--- config.mk ---
export PLATFORM = sky130hd
export DESIGN_NAME = irq_tree
export DESIGN_NICKNAME = d
export VERILOG_FILES = /design/src/rtl/irq_tree.sv
export SDC_FILE = /design/constraint.sdc
export NUM_CORES = 1
export LEC_CHECK = 0
export BUFFER_PORTS_ARGS = -buffer_cell sky130_fd_sc_hd__clkbuf_2
export CORE_ASPECT_RATIO = 1.25
export CORE_UTILIZATION = 60
export DETAILED_ROUTE_END_ITERATION = 16
export PLACE_DENSITY = 0.86
export SLEW_MARGIN = 15
export SYNTH_ARGS = -nofsm -noshare
export SYNTH_HDL_FRONTEND = slang
export SYNTH_SLANG_ARGS = --single-unit
--- constraint.sdc ---
create_clock -name clk -period 4 [get_ports clk]
set_input_delay 0.2 -clock clk [delete_from_list [all_inputs] [get_ports clk]]
set_output_delay 0.2 -clock clk [all_outputs]
set_load 0.02 [all_outputs]
--- src/rtl/irq_tree.sv ---
module irq_tree #(
  parameter int RX_N  = 12,
  parameter int TX_N  = 10,
  parameter int SEC_N = 1
) (
  input  logic             clk,
  input  logic             rst_n,
  input  logic [RX_N-1:0]  rx_evt,
  input  logic [TX_N-1:0]  tx_evt,
  input  logic [SEC_N-1:0] sec_evt,
  input  logic [7:0]       addr,
  input  logic             wr_en,
  input  logic             rd_en,
  input  logic [7:0]       wdata,
  output logic [7:0]       rdata,
  output logic             irq
);

  localparam int NU = 3;
  localparam logic [7:0] A_BEN = 8'h04;
  localparam logic [7:0] A_BST = 8'h05;
  localparam logic [7:0] A_SRC = 8'h06;

  function automatic logic [15:0] vmask(int n);
    return 16'((32'd1 << n) - 32'd1);
  endfunction

  localparam logic [NU-1:0][15:0] VM = {vmask(SEC_N), vmask(TX_N), vmask(RX_N)};

  logic [NU-1:0][15:0] src_st, src_en, evt, clr;
  logic [NU-1:0]       blk_st, blk_en;
  logic                irq_q;

  assign evt[0] = 16'(rx_evt);
  assign evt[1] = 16'(tx_evt);
  assign evt[2] = 16'(sec_evt);

  function automatic logic [7:0] ua(int u, int off);
    return A_SRC + 8'(4 * u + off);
  endfunction

  always_comb begin
    for (int u = 0; u < NU; u++) begin
      clr[u] = 16'h0;
      if (wr_en && addr == ua(u, 0)) clr[u][7:0]  = wdata;
      if (wr_en && addr == ua(u, 1)) clr[u][15:8] = wdata;
      blk_st[u] = |(src_st[u] & src_en[u]);
    end
  end

  always_ff @(posedge clk) begin
    if (!rst_n) begin
      src_st <= '0;
      src_en <= '0;
      blk_en <= '0;
      irq_q  <= 1'b0;
    end else begin
      for (int u = 0; u < NU; u++) begin
        src_st[u] <= ((src_st[u] & ~clr[u]) | evt[u]) & VM[u];
        if (wr_en && addr == ua(u, 2)) src_en[u][7:0]  <= wdata & VM[u][7:0];
        if (wr_en && addr == ua(u, 3)) src_en[u][15:8] <= wdata & VM[u][15:8];
      end
      if (wr_en && addr == A_BEN) blk_en <= {wdata[0], wdata[1], wdata[7]};
      irq_q <= |(blk_st & blk_en);
    end
  end

  assign irq = irq_q;

  logic [7:0] rmux;
  always_comb begin
    rmux = 8'h00;
    if (addr == A_BEN) rmux = {blk_en[0], 5'b0, blk_en[1], blk_en[2]};
    if (addr == A_BST) rmux = {blk_st[0], 5'b0, blk_st[1], blk_st[2]};
    for (int u = 0; u < NU; u++) begin
      if (addr == ua(u, 0)) rmux = src_st[u][7:0];
      if (addr == ua(u, 1)) rmux = src_st[u][15:8];
      if (addr == ua(u, 2)) rmux = src_en[u][7:0];
      if (addr == ua(u, 3)) rmux = src_en[u][15:8];
    end
  end

  assign rdata = rd_en ? rmux : 8'h00;

endmodule

Word-level counts from Yosys, hierarchy flattened
Index checks and enable logic that the tools add are counted.
W data, S select, Z words.
{"block": "op_classes", "n_eq_ne": 14, "mux": 20, "n_bitwise": 13, "n_reduce_logical": 15}
{"cell": "$mux W8", "count": 17}
{"cell": "$eq A8 B4 Y1 const B", "count": 8}
{"cell": "$reduce_or A16 Y1", "count": 3}
{"cell": "$eq A8 B3 Y1 const B", "count": 4}
{"cell": "$and A12 B12 Y12", "count": 2}
{"cell": "$and A10 B10 Y10", "count": 2}
{"cell": "$eq A8 B5 Y1 const B", "count": 2}
{"cell": "$not A12 Y12", "count": 1}
{"cell": "$or A12 B12 Y12", "count": 1}
{"cell": "$logic_and A1 B1 Y1", "count": 11}
{"cell": "$not A10 Y10", "count": 1}
{"cell": "$or A10 B10 Y10", "count": 1}
{"cell": "$mux W4", "count": 1}
{"cell": "$and A3 B3 Y3", "count": 1}
{"cell": "$reduce_or A3 Y1", "count": 1}
{"cell": "$and A1 B1 Y1", "count": 2}
{"cell": "$mux W2", "count": 1}
{"cell": "$mux W1", "count": 1}
{"cell": "$not A1 Y1", "count": 1}
{"cell": "$or A1 B1 Y1", "count": 1}
{"block": "totals", "ff_bits": 50, "in_bits": 43, "output_inout_bits": 9, "word_cells": 72}

Logic depth before layout (Yosys ltp)
Gate-level depths: netlist (run 1).
{"block": "logic_depth", "ltp_word": 16, "mapped_depth": 7, "ltp_nobuf": 6}

Least setup slack after synthesis (run 1)
OpenSTA, ideal clock, no wires.
{"block": "synth_timing", "path_type": "input port to output port", "start": "input port addr[4]", "end": "output port rdata[0]", "arrival_time_ns": 1.708, "required_ns": 3.800, "slack_ns": 2.092, "cell_stages": 7, "n_path_buf": 1, "path_cell_list": "nor4_4 -> buf_6 -> nand2_4 -> nor3_1 -> a21oi_1 -> or3_1 -> a221oi_2"}
{"block": "synth_via", "elab_chain_len": 16, "word_cells_on_any_way": 29, "classes_between": "eq/ne (14); mux (15)"}
{"element": "from (decl)", "line_no": "11", "text": "input logic [7:0] addr,"}
{"element": "$eq A8 B3 Y1", "line_no": "73", "text": "if (addr == A_BEN) rmux = {blk_en[0], 5'b0, blk_en[1], blk_en[2]};"}
{"element": "$mux W8", "line_no": "73"}
{"element": "$mux W8", "line_no": "74", "text": "if (addr == A_BST) rmux = {blk_st[0], 5'b0, blk_st[1], blk_st[2]};"}
{"element": "$mux W8", "line_no": "76", "text": "if (addr == ua(u, 0)) rmux = src_st[u][7:0];"}
{"element": "$mux W8", "line_no": "77", "text": "if (addr == ua(u, 1)) rmux = src_st[u][15:8];"}
{"element": "$mux W8", "line_no": "78", "text": "if (addr == ua(u, 2)) rmux = src_en[u][7:0];"}
{"element": "$mux W8", "line_no": "79", "text": "if (addr == ua(u, 3)) rmux = src_en[u][15:8];"}
{"element": "$mux W8", "line_no": "76"}
{"element": "$mux W8", "line_no": "77"}
{"element": "$mux W8", "line_no": "78"}
{"element": "$mux W8", "line_no": "79"}
{"element": "$mux W8", "line_no": "76"}
{"element": "$mux W8", "line_no": "77"}
{"element": "$mux W8", "line_no": "78"}
{"element": "$mux W8 *", "line_no": "79"}
{"element": "$mux W8 *", "line_no": "83", "text": "assign rdata = rd_en ? rmux : 8'h00;"}
{"element": "to (decl)", "line_no": "15", "text": "output logic [7:0] rdata,"}
Every way passes the cells marked *; elsewhere a longest branch is shown, timed or not.

Worst setup path after layout (run 1)
{"block": "layout_timing", "start": "input port addr[4]", "end": "output port rdata[2]"}
{"block": "layout_via", "elab_chain_len": 15, "word_cells_on_any_way": 27, "classes_between": "eq/ne (13); mux (14)"}
{"element": "$eq A8 B3 Y1", "line_no": "74"}
{"element": "$mux W8", "line_no": "74"}
{"element": "$mux W8", "line_no": "76"}
{"element": "$mux W8", "line_no": "77"}
{"element": "$mux W8", "line_no": "78"}
{"element": "$mux W8", "line_no": "79"}
{"element": "$mux W8", "line_no": "76"}
{"element": "$mux W8", "line_no": "77"}
{"element": "$mux W8", "line_no": "78"}
{"element": "$mux W8", "line_no": "79"}
{"element": "$mux W8", "line_no": "76"}
{"element": "$mux W8", "line_no": "77"}
{"element": "$mux W8", "line_no": "78"}
{"element": "$mux W8 *", "line_no": "79"}
{"element": "$mux W8 *", "line_no": "83"}
Marked as above.

==> results by group, run 1 <==
Pwr
  • Part of the total power dissipated in sequential elements: 53.6%
  • Sum of internal, switching and leakage power: 990 uW
  • Worst vdd ir: 0.289 mV
  • Logic gate share of total power: 10.9%
  • Power Internal: 746 uW
  • Static Leak: 0.00118 uW
  • Proportion of total power due to net switching: 24.7%
  • Areal power density over the cells: 322 mW/mm2
  • Part of the total power dissipated in the clock network: 35.5%
  • Net switching power: 244 uW

Worst setup path
  • Crit path max-delay cell type: sky130_fd_sc_hd__nor4_4
  • Crit path max fanout: 16
  • WS Path Type: primary input to output port
  • Cells traversed along the worst timing path: clkbuf_2, nor4_4, nand3_1, nor3_4, a22oi_1, a21oi_1, clkbuf_2
  • Worst Setup Start Kind: primary input
  • Stage delay of the slowest cell on the critical path: 610 ps
  • Bufs and invs on worst path: 2
  • Worst EP arrival: 2480 ps
  • Largest delay share family, worst path: simple AND/OR/NAND/NOR gates
  • Cell with the most instances on the worst path: sky130_fd_sc_hd__clkbuf_2
  • Required @ worst endpoint: 3800 ps
  • Setup crit end kind: output port

Logic synthesis
  • Net Count, Synth: 355
  • Synthesized instance count: 312
  • Async S/R FF share, synth: 0%
  • Netlist cell types: 50
  • Yosys warning total: 0
  • Synthesized cell area: 0.00275 mm2
  • Post-synthesis cell type with the largest combined area: sky130_fd_sc_hd__dfxtp_1
  • Synthesis-stage register bit count: 50
  • Synthesized area per cell: 8.80 um2
  • Fraction of synthesized cell area taken by the top area cell type: 36.4%
  • Seq/Total Area, Yosys: 36.4%
  • Biggest area contributors in the synthesized netlist: sky130_fd_sc_hd__dfxtp_1, sky130_fd_sc_hd__mux2i_1, sky130_fd_sc_hd__nor2b_1, sky130_fd_sc_hd__a21boi_0, sky130_fd_sc_hd__o21a_1
  • Top flip-flop cell by instance count after synthesis: sky130_fd_sc_hd__dfxtp_1
  • Number of enable flip-flop cells after synthesis: 0

Global route
  • First-pass GRT wire length: 11,500 um
  • Number of global-route vias before repair: 2,325
  • Largest net degree at the start of global routing: 51
  • GR Util All Layers: 30.5%
  • Number of antenna violations at the first check in global routing: 0
  • GRT overflow: 0

Timing
  • Worst clock skew: 3.99 ps
  • Number of setup violations in the final report: 0
  • Final max-slew violation count: 0
  • Post-Route Setup TNS: 0 ps
  • Post-layout minimum cycle time: 2680 ps
  • Relative slew slack: 47.2%
  • Final-report hold violation count: 0
  • Setup repair after global routing missed its margin: false
  • Fmax: 373 MHz
  • Period Utilization, post-route: 67.0%
  • Final Hold Slack: 93.0 ps
  • Slew at the pin with the worst max-slew slack: 783 ps

Placement
  • Routability Congestion: 0.914
  • IO Port Bufs: 51
  • Detailed-placement wirelength estimate: 5030 um

Clocking
  • Clock latency on the worst-skew pair: 310 ps
  • CTS tree: done
  • Count of hold-fix buffers inserted at cts: 0
  • Resized Gates After CTS: 0
  • TritonCTS Buffers: 5
  • Number of buffers inserted by post-CTS setup repair: 0
  • Cell at the root of the clock tree: sky130_fd_sc_hd__clkbuf_8
  • CTS max path bufs: 2
  • CTS H-tree depth: 2
  • Clock transition at the register clock pins on the worst setup and hold paths after CTS: 90 ps
  • Clock sink count: 50

Cells and area
  • Signed area change from the synthesized netlist to the final layout: 12.0%
  • Most frequent cells in the layout: sky130_fd_sc_hd__clkbuf_2, sky130_fd_sc_hd__dfxtp_1, sky130_fd_sc_hd__nor2b_1
  • Net count of the finished layout: 394
  • Post-layout util: 70.1%
  • Commonest non-fill, non-tap cell in the layout: sky130_fd_sc_hd__clkbuf_2
  • Proportion of layout cells with a drive suffix above 1: 20.7%
  • Ant. Diodes: 0

Route
  • Average wire per cell in the routed design: 17.2 um
  • Number of routed nets with antenna violations: 0
  • Detailed-route DRC error count: 0
  • Total wirelength of the detailed-routed design: 7050 um
  • Total via count in the routed design: 2,557
  • Number of iterations in the first detailed-routing pass: 5
  • Number of vias per cell after detailed routing: 6.24
  • Number of DRC markers after the initial detailed-route iteration: 246

Floorplan
  • Die width: 62.5 um
  • Starting utilization of the core area: 62.5%
  • Placeable core region: 0.00439 mm2
  • Die Y: 77.6 um
  • Full die area: 0.00485 mm2
  • I/O pin total: 52
  • Rows: 27

Min path
  • Class of the tightest hold or removal check: primary input to flop

Outcome
  • Run status: completed

Flow run
  • Max capacitance violation total: 0
[cell usage after synthesis (2+ instances only)]
master / n
sky130_fd_sc_hd__buf_6: 4
sky130_fd_sc_hd__a21oi_1: 20
sky130_fd_sc_hd__a311oi_1: 2
sky130_fd_sc_hd__inv_1: 3
sky130_fd_sc_hd__a22oi_1: 6
sky130_fd_sc_hd__nand3_1: 23
sky130_fd_sc_hd__a221oi_1: 8
sky130_fd_sc_hd__nor2_1: 18
sky130_fd_sc_hd__a22o_1: 4
sky130_fd_sc_hd__nor2b_1: 28
sky130_fd_sc_hd__nand2_1: 18
sky130_fd_sc_hd__dfxtp_1: 50
sky130_fd_sc_hd__mux2i_1: 21
sky130_fd_sc_hd__clkbuf_1: 13
sky130_fd_sc_hd__o32ai_1: 2
sky130_fd_sc_hd__nand2b_1: 4
sky130_fd_sc_hd__nor3_1: 5
sky130_fd_sc_hd__nand4_1: 4
sky130_fd_sc_hd__nor3b_1: 2
sky130_fd_sc_hd__a21o_1: 2
sky130_fd_sc_hd__o21a_1: 18
sky130_fd_sc_hd__nand3b_1: 3
sky130_fd_sc_hd__o21ai_0: 7
sky130_fd_sc_hd__a21boi_0: 21
[sequential cells by signal (all words and copies together) (netlist names)]
register,cells
irq,1
src_st,23
blk_en,3
src_en,23
[worst paths after layout]
| check | startpoint | to | slack (ps) | cells after the start |
|---|---|---|---|---|
| max reg2reg | src_st[19]$_SDFF_PN0_ | irq$_SDFF_PN0_ | 2540 | 5 |
| min reg2reg | src_en[17]$_SDFFE_PN0P_ | src_en[17]$_SDFFE_PN0P_ | 500 | 2 |
| max | addr[4] | rdata[2] | 1320 | 7 |
| min | rx_evt[10] | src_st[10]$_SDFF_PN0_ | 90 | 2 |
[cells by family (layout without fill, tap and decap cells)]
group           after synthesis  in the layout  share of synthesized area [%]
simple gates                120            120                           25.0
compound gates               97             97                           25.3
flops                        50             50                           36.4
mux                          23             23                           8.97
buf+inv                      22             62                           4.28
[per-layer routing]
metal  track usage, %  wire [um]
met1             39.9       3020
met2             49.5       3380
met3             4.56        438
met4             13.3        212
met5                0          0
[layout make-up]
class | instances | area [um2]
Clock buffer | 5 | 68.8
Clock inverter | 3 | 40.0
Fill cell | 391 | 1320
Inverter | 3 | 11.3
Multi-Input combinational cell | 240 | 1630
Sequential cell | 50 | 1000
Tap cell | 58 | 72.6
Timing Repair Buffer | 51 | 255
[power by group through the flow]
stage / combinational (uW) / clock, uW / sequential, uW
after floorplan: 70.5 / 0 / 535
after global placement: 105 / 0 / 542
after detailed placement: 106 / 0 / 542
after CTS: 107 / 358 / 530
after global routing: 118 / 373 / 532
final: 108 / 352 / 531
[stage by stage]
step / cells / setup slack [ps] / area, um2
floorplan: 312 / 2090 / 2750
detailed placement: 402 / 1360 / 2970
finish: 410 / 1320 / 3080
CTS: 410 / 1360 / 3080
global route: 410 / 1120 / 3080
global placement: 402 / 1490 / 2970
Note: power is estimated with default switching activity, not from simulation.
==> run 2: changes to the inputs <==
- ABC_AREA: default -> 1
- CORE_UTILIZATION: 60 -> 55
- PLACE_DENSITY: 0.86 -> 0.81
- clock period: 4 -> 2.8 ns (I/O delays scaled with it)
==> results by group, run 2 <==
Placement
  • Number of instances in the placed design: 475 (+18%)
  • Detailed-placement wirelength estimate: 5150 um (+2.3%)
  • Routability Congestion: 0.923 (+0.97%)
  • IO Port Bufs: 51 (unchanged)

Timing
  • Final max-slew violation count: 0 (unchanged)
  • Relative slew slack: 66.6% (+19 points)
  • Setup repair after global routing missed its margin: false
  • Post-layout minimum cycle time: 1910 ps
  • Fmax: 523 MHz
  • Slew at the pin with the worst max-slew slack: 500 ps (-284 ps)
  • Period Utilization, post-route: 68.3%
  • Worst clock skew: 7.55 ps (+3.56 ps)
  • Number of setup violations in the final report: 0 (unchanged)
  • Post-Route Setup TNS: 0 ps (unchanged)
  • Final Hold Slack: 44.0 ps (-49.0 ps)
  • Final-report hold violation count: 0 (unchanged)

Clocking
  • Count of hold-fix buffers inserted at cts: 0 (unchanged)
  • CTS tree: done
  • Resized Gates After CTS: 0 (unchanged)
  • Clock transition at the register clock pins on the worst setup and hold paths after CTS: 90 ps (about the same)
  • CTS H-tree depth: 2 (unchanged)
  • Clock latency on the worst-skew pair: 300 ps (about the same)
  • Clock sink count: 50 (unchanged)
  • TritonCTS Buffers: 5 (unchanged)
  • Cell at the root of the clock tree: sky130_fd_sc_hd__clkbuf_8
  • Number of buffers inserted by post-CTS setup repair: 0 (unchanged)
  • CTS max path bufs: 2 (unchanged)

Pwr
  • Static Leak: 0.00144 uW (+22%)
  • Part of the total power dissipated in sequential elements: 57.5% (+3.9 points)
  • Worst vdd ir: 0.361 mV (+25%)
  • Part of the total power dissipated in the clock network: 33.0% (-2.5 points)
  • Power Internal: 980 uW (+31%)
  • Sum of internal, switching and leakage power: 1310 uW (+33%)
  • Areal power density over the cells: 439 mW/mm2 (+36%)
  • Proportion of total power due to net switching: 25.5% (+0.82 points)
  • Logic gate share of total power: 9.5% (-1.4 points)
  • Net switching power: 335 uW (+37%)

Route
  • Number of vias per cell after detailed routing: 5.46 (-13%)
  • Average wire per cell in the routed design: 14.1 um (-18%)
  • Sum of met3 wire segment lengths after detailed routing: 315 um (-28%)
  • Met2 Routed Length: 3500 um (+3.6%)
  • Met1 Wirelength: 2830 um (-6.1%)
  • Total via count in the routed design: 2,635 (+3.1%)
  • Number of iterations in the first detailed-routing pass: 4 (-1)
  • Number of routed nets with antenna violations: 0 (unchanged)
  • Detailed-route DRC error count: 0 (unchanged)
  • Total wirelength of the detailed-routed design: 6800 um (-3.5%)
  • Number of DRC markers after the initial detailed-route iteration: 130 (-47%)
  • Uppermost routed layer: met4

Global route
  • Largest net degree at the start of global routing: 29 (-43%)
  • GR Util All Layers: 30.0% (-0.48 points)
  • Number of global-route vias before repair: 2,655 (+14%)
  • First-pass GRT wire length: 11,700 um (+1.7%)
  • GRT overflow: 0 (unchanged)
  • Number of antenna violations at the first check in global routing: 0 (unchanged)

Logic synthesis
  • Fraction of synthesized cell area taken by the top area cell type: 38.3% (+1.9 points)
  • Post-synthesis cell type with the largest combined area: sky130_fd_sc_hd__dfxtp_1
  • Seq/Total Area, Yosys: 38.3% (+1.9 points)
  • Yosys warning total: 0 (unchanged)
  • Synthesized cell area: 0.00261 mm2 (-4.9%)
  • Synthesized area per cell: 7.00 um2 (-20%)
  • Netlist cell types: 36 (-28%)
  • Top cells by instance count after synthesis: sky130_fd_sc_hd__nand2_1, sky130_fd_sc_hd__a21oi_1, sky130_fd_sc_hd__dfxtp_1, sky130_fd_sc_hd__inv_1, sky130_fd_sc_hd__o21ai_0
  • Dominant cell by count in the synthesized netlist: sky130_fd_sc_hd__nand2_1
  • Biggest area contributors in the synthesized netlist: sky130_fd_sc_hd__dfxtp_1, sky130_fd_sc_hd__nand2_1, sky130_fd_sc_hd__a21oi_1, sky130_fd_sc_hd__o21ai_0, sky130_fd_sc_hd__inv_1
  • Async S/R FF share, synth: 0% (unchanged)
  • Synthesis-stage register bit count: 50 (unchanged)
  • Number of enable flip-flop cells after synthesis: 0 (unchanged)
  • Net Count, Synth: 416 (+17%)
  • Top flip-flop cell by instance count after synthesis: sky130_fd_sc_hd__dfxtp_1
  • Synthesized instance count: 373 (+20%)

Min path
  • Class of the tightest hold or removal check: primary input to flop
  • Hold path cells: 3 (+1)
  • Worst hold endpoint: src_st[21]$_SDFF_PN0_
  • Worst min-delay path startpoint: tx_evt[5]

Floorplan
  • Die width: 63.6 um (+1.8%)
  • Placeable core region: 0.00449 mm2 (+2.3%)
  • Rows: 27 (unchanged)
  • Starting utilization of the core area: 58.1% (-4.4 points)
  • I/O pin total: 52 (unchanged)
  • Die Y: 79.0 um (+1.8%)
  • Full die area: 0.00503 mm2 (+3.6%)

Worst setup path
  • Required @ worst endpoint: 2660 ps (-1140 ps)
  • WS Path Type: flop to output port
  • Stage delay of the slowest cell on the critical path: 340 ps (-270 ps)
  • Worst EP arrival: 1770 ps (-710 ps)
  • Cell count of the worst reg-to-reg path: 8 (+3)
  • Cells traversed along the worst timing path: a22o_1, nor3_1, nand2_1, nand2_1, nand4_1, nand2_1, nand4_1, nor2_1, nor2_1, clkbuf_2
  • Start of the worst register-to-register path: src_st[8]$_SDFF_PN0_
  • Worst Setup Start Kind: flop
  • Reg2Reg Capture Point: irq$_SDFF_PN0_
  • R2R setup slack: 1590 ps (-950 ps)
  • Crit path max fanout: 3 (-13)
  • Crit path max-delay cell type: sky130_fd_sc_hd__dfxtp_1
  • Setup crit end kind: output port
  • Cell with the most instances on the worst path: sky130_fd_sc_hd__nand2_1

Cells and area
  • Net count of the finished layout: 467 (+19%)
  • Final std cells w/o fill: 483 (+18%)
  • Proportion of layout cells with a drive suffix above 1: 22.6% (+1.8 points)
  • Ant. Diodes: 0 (unchanged)
  • Signed area change from the synthesized netlist to the final layout: 14.7%
  • Commonest non-fill, non-tap cell in the layout: sky130_fd_sc_hd__nand2_1
  • Largest registers: src_en (23), src_st (23), blk_en (3)
  • Most frequent cells in the layout: sky130_fd_sc_hd__nand2_1, sky130_fd_sc_hd__a21oi_1, sky130_fd_sc_hd__clkbuf_2

Outcome
  • Run status: completed

Flow run
  • Max capacitance violation total: 0 (unchanged)
==> run 2: changes by cell type in the layout (fill, tap and decap cells not counted), moves of 6 or more <==
cell                       delta
sky130_fd_sc_hd__nand2_1     +60
sky130_fd_sc_hd__inv_1       +47
sky130_fd_sc_hd__o21ai_0     +37
sky130_fd_sc_hd__a21oi_1     +32
sky130_fd_sc_hd__nor2b_1     -28
sky130_fd_sc_hd__a21boi_0    -21
sky130_fd_sc_hd__mux2i_1     -21
sky130_fd_sc_hd__o21a_1      -18
sky130_fd_sc_hd__nand3_1     -13
sky130_fd_sc_hd__inv_2        +9
sky130_fd_sc_hd__a22oi_1      -6
sky130_fd_sc_hd__nor2_4       +6
sky130_fd_sc_hd__o21ai_1      +6
==> run 2: worst max path at each step <==
stage                                 from        to  slack (ps)
floorplan                          addr[7]  rdata[2]        1370
global placement                   addr[1]  rdata[2]        1040
detailed placement                 addr[1]  rdata[2]        1030
CTS                  src_st[16]$_SDFF_PN0_  rdata[1]         870
global route        src_en[4]$_SDFFE_PN0P_  rdata[7]         680
finish               src_st[16]$_SDFF_PN0_  rdata[1]         890
==> run 2: per-layer routing <==
| layer | vias to the layer above | GRT usage (%) |
|---|---|---|
| li1 | 1329 | - |
| met1 | 1209 | 33.5 |
| met2 | 82 | 54.4 |
| met3 | 15 | 5.17 |
| met4 | 0 | 14.3 |
| met5 | - | 0 |
==> run 2: cells by family (layout without fill, tap and decap cells) <==
group                  count (synthesis)  count (layout)  synth area share (%)
AOI/OAI and AO/OA                    119             119                  25.4
DFF                                   50              50                  38.3
and+or+nand+nor                      136             136                  25.9
buffers and inverters                 68             120                  10.4
==> run 2: cell type report <==
| type | count | area (um2) |
|---|---|---|
| Fill cell | 428 | 1500 |
| Multi-Input combinational cell | 255 | 1340 |
| Clock inverter | 2 | 12.5 |
| Sequential cell | 50 | 1000 |
| Timing Repair Buffer | 51 | 255 |
| Inverter | 61 | 233 |
| Clock buffer | 6 | 82.6 |
| Tap cell | 58 | 72.6 |
==> run 2: stage by stage <==
stage | utilization, % | worst slack [ps] | instance area (um2)
floorplan | - | 1370 | 2610
global placement | 64.6 | 1040 | 2900
detailed placement | 64.6 | 1030 | 2900
CTS | 66.7 | 874 | 3000
global route | 66.7 | 679 | 3000
finish | 66.7 | 887 | 3000
==> run 2: power by group through the flow <==
| stage | Sequential, uW | Combinational [uW] | Clock [uW] |
|---|---|---|---|
| floorplan | 764 | 72.0 | 0 |
| global placement | 771 | 121 | 0 |
| detailed placement | 771 | 125 | 0 |
| CTS | 755 | 126 | 442 |
| global route | 758 | 141 | 472 |
| finish | 756 | 125 | 434 |
==> run 2: critical path, delay by kind of cell (launching register included) <==
kind | cells | cell delay (ps)
AO/OA/AOI/OAI | 1 | 240
buffers and inverters | 1 | 150
flip-flops | 1 | 340
AND/OR/NAND/NOR | 8 | 760
